## src/rtl/tmr_pkg.sv

```systemverilog
`timescale 1ns/1ps
package tmr_pkg;
  localparam int ADDR_W = 3;
  localparam int NUM_CH = 2;
  localparam int NUM_FLG = NUM_CH + 1;
  localparam int CTRL_W = 5;
  localparam int MODE_LSB = 3;
  localparam int FORCE_LSB = 5;

  localparam logic [ADDR_W-1:0] A_CTRL  = 3'd0;
  localparam logic [ADDR_W-1:0] A_COUNT = 3'd1;
  localparam logic [ADDR_W-1:0] A_CMP0  = 3'd2;
  localparam logic [ADDR_W-1:0] A_MASK  = 3'd4;
  localparam logic [ADDR_W-1:0] A_FLAGS = 3'd5;

  // number of low divider bits that must all be one for a prescaled tick
  function automatic int tap_bits(input logic [2:0] sel);
    case (sel)
      3'd2:    return 3;
      3'd3:    return 6;
      3'd4:    return 8;
      3'd5:    return 10;
      default: return 0;
    endcase
  endfunction
endpackage

```

## src/rtl/tmr_prescale.sv

```systemverilog
`timescale 1ns/1ps
module tmr_prescale #(
  parameter int DIV_W = 10
) (
  input  logic       clk,
  input  logic       rst_n,
  input  logic [2:0] sel,
  input  logic       ext_pin,
  output logic       tick
);
  import tmr_pkg::*;

  logic [DIV_W-1:0] div_q;
  logic [DIV_W-1:0] tap_mask;
  logic             sync1_q, sync2_q, prev_q;

  always_ff @(posedge clk or negedge rst_n) begin
    if (!rst_n) begin
      div_q   <= '0;
      sync1_q <= 1'b0;
      sync2_q <= 1'b0;
      prev_q  <= 1'b0;
    end else begin
      div_q   <= div_q + DIV_W'(1);
      sync1_q <= ext_pin;
      sync2_q <= sync1_q;
      prev_q  <= sync2_q;
    end
  end

  always_comb begin
    for (int i = 0; i < DIV_W; i++) tap_mask[i] = (i < tap_bits(sel));
  end

  always_comb begin
    case (sel)
      3'd0:    tick = 1'b0;
      3'd6:    tick = prev_q & ~sync2_q;
      3'd7:    tick = sync2_q & ~prev_q;
      default: tick = ((div_q & tap_mask) == tap_mask);
    endcase
  end
endmodule

```

## src/rtl/tmr_channel.sv

```systemverilog
`timescale 1ns/1ps
module tmr_channel #(
  parameter int W = 8
) (
  input  logic         clk,
  input  logic         rst_n,
  input  logic         cmp_we,
  input  logic [W-1:0] wdata,
  input  logic         adv,
  input  logic [W-1:0] cnt_next,
  input  logic         mode,
  input  logic         force_tgl,
  output logic [W-1:0] cmp_q,
  output logic         match,
  output logic         pin
);
  assign match = adv && (cnt_next == cmp_q);

  always_ff @(posedge clk or negedge rst_n) begin
    if (!rst_n) begin
      cmp_q <= '0;
      pin   <= 1'b0;
    end else begin
      if (cmp_we) cmp_q <= wdata;
      pin <= pin ^ (force_tgl | (match & mode));
    end
  end
endmodule

```

## src/rtl/evt_timer.sv

```systemverilog
`timescale 1ns/1ps
module evt_timer
  import tmr_pkg::*;
#(
  parameter int DATA_W = 8,
  parameter int DIV_W  = 10
) (
  input  logic              clk,
  input  logic              rst_n,
  input  logic              wr_en,
  input  logic [ADDR_W-1:0] addr,
  input  logic [DATA_W-1:0] wdata,
  output logic [DATA_W-1:0] rdata,
  input  logic              ext_evt,
  output logic              irq,
  output logic [NUM_CH-1:0] cmp_out
);
  logic [CTRL_W-1:0]  ctrl_q;
  logic [DATA_W-1:0]  count_q, cnt_next;
  logic [NUM_FLG-1:0] mask_q, flags_q, flag_set, flag_clr;
  logic [DATA_W-1:0]  cmp_val [NUM_CH];
  logic [NUM_CH-1:0]  ch_match;
  logic               tick, load, adv, wrap;

  tmr_prescale #(.DIV_W(DIV_W)) u_pre (
    .clk(clk), .rst_n(rst_n), .sel(ctrl_q[2:0]), .ext_pin(ext_evt), .tick(tick)
  );

  assign load     = wr_en && (addr == A_COUNT);
  assign adv      = tick && !load;
  assign cnt_next = count_q + DATA_W'(1);
  assign wrap     = adv && (&count_q);

  for (genvar c = 0; c < NUM_CH; c++) begin : g_ch
    localparam logic [ADDR_W-1:0] CH_ADDR = A_CMP0 + ADDR_W'(c);
    tmr_channel #(.W(DATA_W)) u_ch (
      .clk(clk), .rst_n(rst_n),
      .cmp_we(wr_en && (addr == CH_ADDR)),
      .wdata(wdata), .adv(adv), .cnt_next(cnt_next),
      .mode(ctrl_q[MODE_LSB + c]),
      .force_tgl(wr_en && (addr == A_CTRL) && wdata[FORCE_LSB + c]),
      .cmp_q(cmp_val[c]), .match(ch_match[c]), .pin(cmp_out[c])
    );
  end

  assign flag_set = {ch_match, wrap};
  assign flag_clr = (wr_en && (addr == A_FLAGS)) ? wdata[NUM_FLG-1:0] : '0;

  always_ff @(posedge clk or negedge rst_n) begin
    if (!rst_n) begin
      ctrl_q  <= '0;
      count_q <= '0;
      mask_q  <= '0;
      flags_q <= '0;
    end else begin
      if (wr_en && (addr == A_CTRL)) ctrl_q <= wdata[CTRL_W-1:0];
      if (wr_en && (addr == A_MASK)) mask_q <= wdata[NUM_FLG-1:0];
      if (load)     count_q <= wdata;
      else if (adv) count_q <= cnt_next;
      flags_q <= (flags_q & ~flag_clr) | flag_set;
    end
  end

  assign irq = |(flags_q & mask_q);

  always_comb begin
    case (addr)
      A_CTRL:  rdata = DATA_W'(ctrl_q);
      A_COUNT: rdata = count_q;
      3'd2:    rdata = cmp_val[0];
      3'd3:    rdata = cmp_val[1];
      A_MASK:  rdata = DATA_W'(mask_q);
      A_FLAGS: rdata = DATA_W'(flags_q);
      default: rdata = '0;
    endcase
  end
endmodule

```

## config.mk

```make
export PLATFORM = sky130hd
export DESIGN_NAME = evt_timer
export DESIGN_NICKNAME = d
export VERILOG_FILES = /design/src/rtl/tmr_pkg.sv /design/src/rtl/tmr_prescale.sv /design/src/rtl/tmr_channel.sv /design/src/rtl/evt_timer.sv
export SDC_FILE = /design/constraint.sdc
export NUM_CORES = 1
export LEC_CHECK = 0
export BUFFER_PORTS_ARGS = -buffer_cell sky130_fd_sc_hd__buf_2
export CAP_MARGIN = 25
export CORE_MARGIN = 4
export CORE_UTILIZATION = 55
export DETAILED_ROUTE_END_ITERATION = 10
export PLACE_DENSITY = 0.74
export SYNTH_ARGS = -nofsm -noshare
export SYNTH_HDL_FRONTEND = slang
export SYNTH_SLANG_ARGS = --single-unit
export TNS_END_PERCENT = 30
```

## constraint.sdc

```tcl
create_clock -name clk -period 2.3 [get_ports clk]
set_clock_uncertainty 0.05 [all_clocks]
set_input_delay 0.23 -clock clk [delete_from_list [all_inputs] [get_ports clk]]
set_output_delay 0.23 -clock clk [all_outputs]
set_load 0.02 [all_outputs]
```

Word-level counts from Yosys, hierarchy flattened
Index checks and enable logic that the tools add are counted.
- memories kept: 0
- memory bits (read-only): 0
- logic and storage cells: 77
- latch bits: 0
- output and inout port bits: 11
- flip-flop bits (word level): 50
- bits of input ports: 15
- memory bits (writable): 0
- div/mod/pow operators: 0
- shift-type cells: 0
- add/sub/neg operators: 2
- multipliers: 0
- $lt $le $gt $ge: 10
- reduce and logical (&&, ||, !) cells: 18
- multiplexer cells: 6
- equal/unequal tests: 14
- bitwise operators: 15
- operators by type and width (operator ; count):
    $pmux W8 S6 ; 1
    $eq A3 B3 Y1 const B ; 6
    $eq A8 B8 Y1 ; 2
    $lt A3 B4 Y1 const A ; 4
    $mux W8 ; 2
    $pmux W4 S4 ; 1
    $eq A3 B2 Y1 const B ; 4
    $logic_and A1 B1 Y1 ; 12
    $add A10 B1 Y10 const B ; 1
    $and A10 B10 Y10 ; 1
    $eq A10 B10 Y1 ; 1
    $add A8 B1 Y8 const B ; 1
    $lt A1 B4 Y1 const A ; 2
    $lt A2 B4 Y1 const A ; 2
    $lt A4 B4 Y1 const A ; 2
    $reduce_and A8 Y1 ; 1
    $and A3 B3 Y3 ; 2
    $logic_not A3 Y1 ; 2
    $and A1 B1 Y1 ; 4
    $eq A3 B1 Y1 const B ; 1
    $mux W3 ; 1
    $not A3 Y3 ; 1
    $or A3 B3 Y3 ; 1
    $pmux W1 S3 ; 1
    other kinds (6) ; 9

Logic depth before layout (Yosys ltp)
- word-level depth: 11
- depth in mapped cells: 7
- gate-level depth less buffers: 7

Cells and area by module
A second synthesis with hierarchy kept.
- cells, all modules: 256
- area total of the unflattened synthesis: 2847.7 µm²
- modules (own cells, without submodules) (module ; cells an instance ; seq. area each (µm²) ; instances ; area an instance (µm²)):
    evt_timer ; 145 ; 475.5 ; 1 ; 1400.1
    tmr_channel ; 32 ; 225.2 ; 2 ; 442.9
    tmr_prescale ; 47 ; 325.3 ; 1 ; 561.8

Least setup slack after synthesis
OpenSTA, ideal clock, no wires.
- path type: register -> register
- start: register count_q[1]
- end: register g_ch[1].u_ch.pin
- setup slack: 0.408 ns
- stages on the path, launching flop included: 8
- data arrival time: 1.705 ns
- path buffers: 0
- period minus slack after synthesis: 1.892 ns
- data required time: 2.113 ns
- setup time: 0.137 ns
- path through: dfrtp_1 > ha_1 > xor2_1 > xor2_1 > a2111oi_2 > a41oi_1 > a31oi_1 > o211ai_1
- cells in the longest elaborated chain, start to end: 6
- ends and longest elaborated chain (what ; RTL line ; source):
    from (decl) ; evt_timer.sv:19 ; logic [DATA_W-1:0] count_q, cnt_next;
    from (signal assigned) ; evt_timer.sv:58 ; if (load) count_q <= wdata;
    from (signal assigned) ; evt_timer.sv:59 ; else if (adv) count_q <= cnt_next;
    $add A8 B1 Y8 ; evt_timer.sv:31 ; assign cnt_next = count_q + DATA_W'(1);
    $eq A8 B8 Y1 ; tmr_channel.sv:17 ; assign match = adv && (cnt_next == cmp_q);
    $logic_and A1 B1 Y1 ; tmr_channel.sv:17 ;
    $and A1 B1 Y1 ; tmr_channel.sv:25 ; pin <= pin ^ (force_tgl | (match & mode));
    $or A1 B1 Y1 ; tmr_channel.sv:25 ;
    $xor A1 B1 Y1 ; tmr_channel.sv:25 ;
    to (signal assigned) ; tmr_channel.sv:25 ;
    to (decl) ; tmr_channel.sv:15 ; output logic pin
No other way between the ends.
A chain may end at the register's enable or synchronous reset.

Worst setup path after layout
- start: register count_q[1]
- end: register g_ch[0].u_ch.pin
- cells in the longest elaborated chain, start to end: 6
- ends and longest elaborated chain (what ; RTL line):
    $add A8 B1 Y8 ; evt_timer.sv:31
    $eq A8 B8 Y1 ; tmr_channel.sv:17
    $logic_and A1 B1 Y1 ; tmr_channel.sv:17
    $and A1 B1 Y1 ; tmr_channel.sv:25
    $or A1 B1 Y1 ; tmr_channel.sv:25
    $xor A1 B1 Y1 ; tmr_channel.sv:25
    to (signal assigned) ; tmr_channel.sv:25
    to (decl) ; tmr_channel.sv:15
No other way between the ends.

==> results.md <==
## Place
* 25 — Port-buffer cells
* 0.9280 — last weighted congestion value of the routability-driven placer
* 3292 sq um — area after detailed placement
* 380 — Post-Place Cells
* 284.9 ps — minimum setup slack after placement
* 5.102 mm — detailed-placement wirelength estimate

## Floorplanning
* 27 — std cell rows
* 26 — total I/O pin count
* 6941 sq um — Total Die Area
* 5507 sq um — Placeable Area
* 83.31 um — horizontal extent of the die
* 56.65% — starting density of the core
* 83.31 um — die span in y

## Logic synthesis
* 3119 sq um — synthesized area
* 291 — gate count after technology mapping
* 0 — Ys Warns
* 308 — syn nets
* 40.11% — proportion of synthesized chip area in sequential cells
* sky130_fd_sc_hd__dfrtp_1, sky130_fd_sc_hd__mux2_2, sky130_fd_sc_hd__xnor2_1 — cell types occupying the most area after synthesis
* 40.11% — portion of synthesized cell area occupied by the leading cell type
* 50 — register bit count reported by yosys
* sky130_fd_sc_hd__dfrtp_1 — largest area contributor in the netlist
* 10.72 sq um — average instance area after synthesis
* 62 — Cell variety after synth

## Critical path
* ha_1 > nand3_2 > or2_1 > xnor2_1 > and4_1 > a41oi_2 > xnor2_1 — worst-path cell chain
* flop — element type at the critical path start
* 2200 ps — data arrival time of the critical path
* simple AND/OR/NAND/NOR gates — cell family with most CP delay
* 0 — buffers plus inverters on the worst setup path
* reg -> reg — startpoint-to-endpoint class of the critical path
* 2460 ps — Critical Path RT
* 250 ps — flop2flop setup slack
* 6 — largest fanout on the critical path
* 440 ps — max incr delay on CP
* sky130_fd_sc_hd__dfrtp_1 — Critical-path top delay cell
* flop — category of the worst setup path capture point
* sky130_fd_sc_hd__xnor2_1 — cell mode on critical path

## Timing
* 111.7 ps — post-route worst hold slack
* 0 — final number of hold-violating endpoints
* 511.5 ps — measured slew at the worst slew-check pin
* 65.90% — relative slew slack
* 0 — final setup fails
* 0 — Slew Viols, Final
* 252.8 ps — setup ws final
* no — unrepaired setup endpoints after global routing
* 2047 ps — crit path time final
* 488.5 MHz — Highest Clock Rate
* 0 ps — Setup TNS
* 89.01% — Final Cycle Share

## Clock tree
* 310 ps — clock insertion delay at the later pin of the skew report
* 0 — post-CTS repair timing setup buffer count
* 5 — TritonCTS buffer count
* 100 ps — Clock Pin Slew Worst Setup and Hold Paths
* sky130_fd_sc_hd__clkbuf_8 — buffer cell driving the clock tree root
* 2 — H-Tree Level Count
* done — CTS tree
* 2 — buffer depth of the longest clock path
* 0 — post_cts resized
* 50 — clock sinks

## Pwr
* 3.258 mW — total power after layout
* 944.5 nW/um^2 — P per Cell Area
* 22.6% — Clk network pwr share
* 36.1% — Comb power frac
* 1.200 mW — net switching power
* 2.058 mW — cell-internal power
* 41.3% — Flop pwr share
* 443.3 uV — largest vdd supply drop
* 36.83% — switching share of power
* 1.433 nW — leakage dissipation

## Worst hold path
* in -> reg — type of the worst min-delay path

## Global routing
* 0 — GRT overflow
* 0 — antenna violations before repair
* 11.50 mm — first-pass GRT wire length
* 2306 — via count of the first global-routing pass
* 34 — maximum number of pins on one net before global-route repair
* 20.71% — All-Layer GR Usage

## Detailed routing
* 0 — DRC viols
* 142 — number of design-rule violations left by the first detailed-router iteration
* 6.835 mm — final routed wirelength across all metal layers
* 2303 — vias after detailed routing
* 17.53 um — detailed-route wire length per cell
* 0 — antenna-violating nets left
* 4 — DR pass1 iterations
* 5.905 — vias per cell

## Cells and area
* 0 — antenna fix cells
* 62.64% — utilization of the core after routing
* 27.67% — fraction of layout cells with a size suffix above 1
* 10.59% — area overhead of the layout relative to synthesis
* 390 — final instance count without filler cells
* 334 — net total in the final layout
* 3450 sq um — summed area of non-filler cells in the final layout

## Job
* 0 — number of violations of the max-capacitance limit

## Outcome
* finished clean — run status

[state kept, by name (all words and copies together), names as in the netlist]
signal	cells
ctrl_q	5
mask_q	3
u_pre.prev_q	1
g_ch.u_ch.pin	2
u_pre.div_q	10
count_q	8
u_pre.sync1_q	1
u_pre.sync2_q	1
g_ch.u_ch.cmp_q	16
flags_q	3
[final timing paths]
check                                        endpoint  depth (start not counted)           from
worst max register to register       g_ch[0].u_ch.pin                          7     count_q[1]
worst max-delay path                 g_ch[0].u_ch.pin                          7     count_q[1]
min in group asynchronous                  flags_q[2]                          2          rst_n
max in group asynchronous       g_ch[0].u_ch.cmp_q[1]                          3          rst_n
worst min-delay path                       count_q[7]                          3       wdata[7]
worst min register to register          u_pre.sync2_q                          0  u_pre.sync1_q
[cell usage in the layout, fill, tap and decap left out, drive strengths merged, types with 3 or more instances in the layout]
master and instances:
o21ai 15, nand2b 4, mux2i 5, inv 6, a22oi 5, xnor2 23, a21oi 8, a211oi 9
nor2 15, nand2 27, nor3 7, xor2 10, clkbuf 5, nor2b 9, nand4 4, buf 34
and3b 3, and4bb 3, mux2 26, nand3 10, dfrtp 50, or2 3
[metal layers]
layer	up-vias	global-route usage, %	part of all wire [%]
met5	-	0	0
met4	0	9.955	3.9
met3	22	4.266	4.5
met2	57	31.63	46
met1	1128	28.05	46
li1	1096	-	-
[synth_stat cells, drive strengths merged]
library cell / number
dfrtp: 50
nand2: 27
mux2: 26
xnor2: 23
nor2: 15
o21ai: 15
buf: 14
nand3: 10
xor2: 10
a211oi: 9
nor2b: 9
a21oi: 8
nor3: 7
inv: 6
a22oi: 5
mux2i: 5
nand2b: 4
nand4: 4
and3b: 3
and4bb: 3
clkbuf: 3
or2: 3
a22o: 2
a31oi: 2
a41oi: 2
and3: 2
and4: 2
and4b: 2
ha: 2
mux4: 2
o211ai: 2
o22a: 2
a2111oi: 1
a222oi: 1
a32o: 1
a32oi: 1
and2: 1
nor3b: 1
nor4: 1
nor4b: 1
o2111a: 1
o31ai: 1
o32ai: 1
xnor3: 1
[layout make-up]
cell class              instances  area, sq um
inverters                       6        22.52
clock inverters                 3        68.82
well taps                      72        90.09
clock buffers                   5        68.82
repair buffers                 36        212.7
flip-flops and latches         50         1251
fillers                       451         2057
multi-input cells             218         1735
[power by group through the flow]
stage	Clock [mW]	Sequential (mW)	Combinational, mW
after floorplan	0	1.19	1.10
after global placement	0	1.35	1.14
after detailed placement	0	1.36	1.17
after CTS	0.753	1.34	1.18
after global routing	0.784	1.38	1.29
final	0.736	1.35	1.17
[worst reg2reg max path, delay by kind of cell (launching register included)]
kind,cells,cell delay (ps)
adders and majority gates,1,290
and+or+nand+nor,3,720
AOI/OAI and AO/OA,1,120
xor gates and xnor gates,2,330
DFF,1,440
[cells by family (layout without fill, tap and decap cells)]
| kind of cell | count (synthesis) | in the layout | share of synthesized area, % |
|---|---|---|---|
| buf+inv | 23 | 50 | 4.252 |
| flops | 50 | 50 | 40.11 |
| fa+ha+maj | 2 | 2 | 0.8021 |
| xor+xnor | 34 | 34 | 10.23 |
| compound gates | 54 | 54 | 13.88 |
| mux | 33 | 33 | 12.56 |
| simple gates | 95 | 95 | 18.17 |
[what timing repair did]
item | in CTS | in global routing
setup endpoints to repair | 0 | 0
endpoints found under the hold margin | 18 | 0
hold buffers | 2 | 0
No activity file was read; power rests on OpenSTA's default activity.
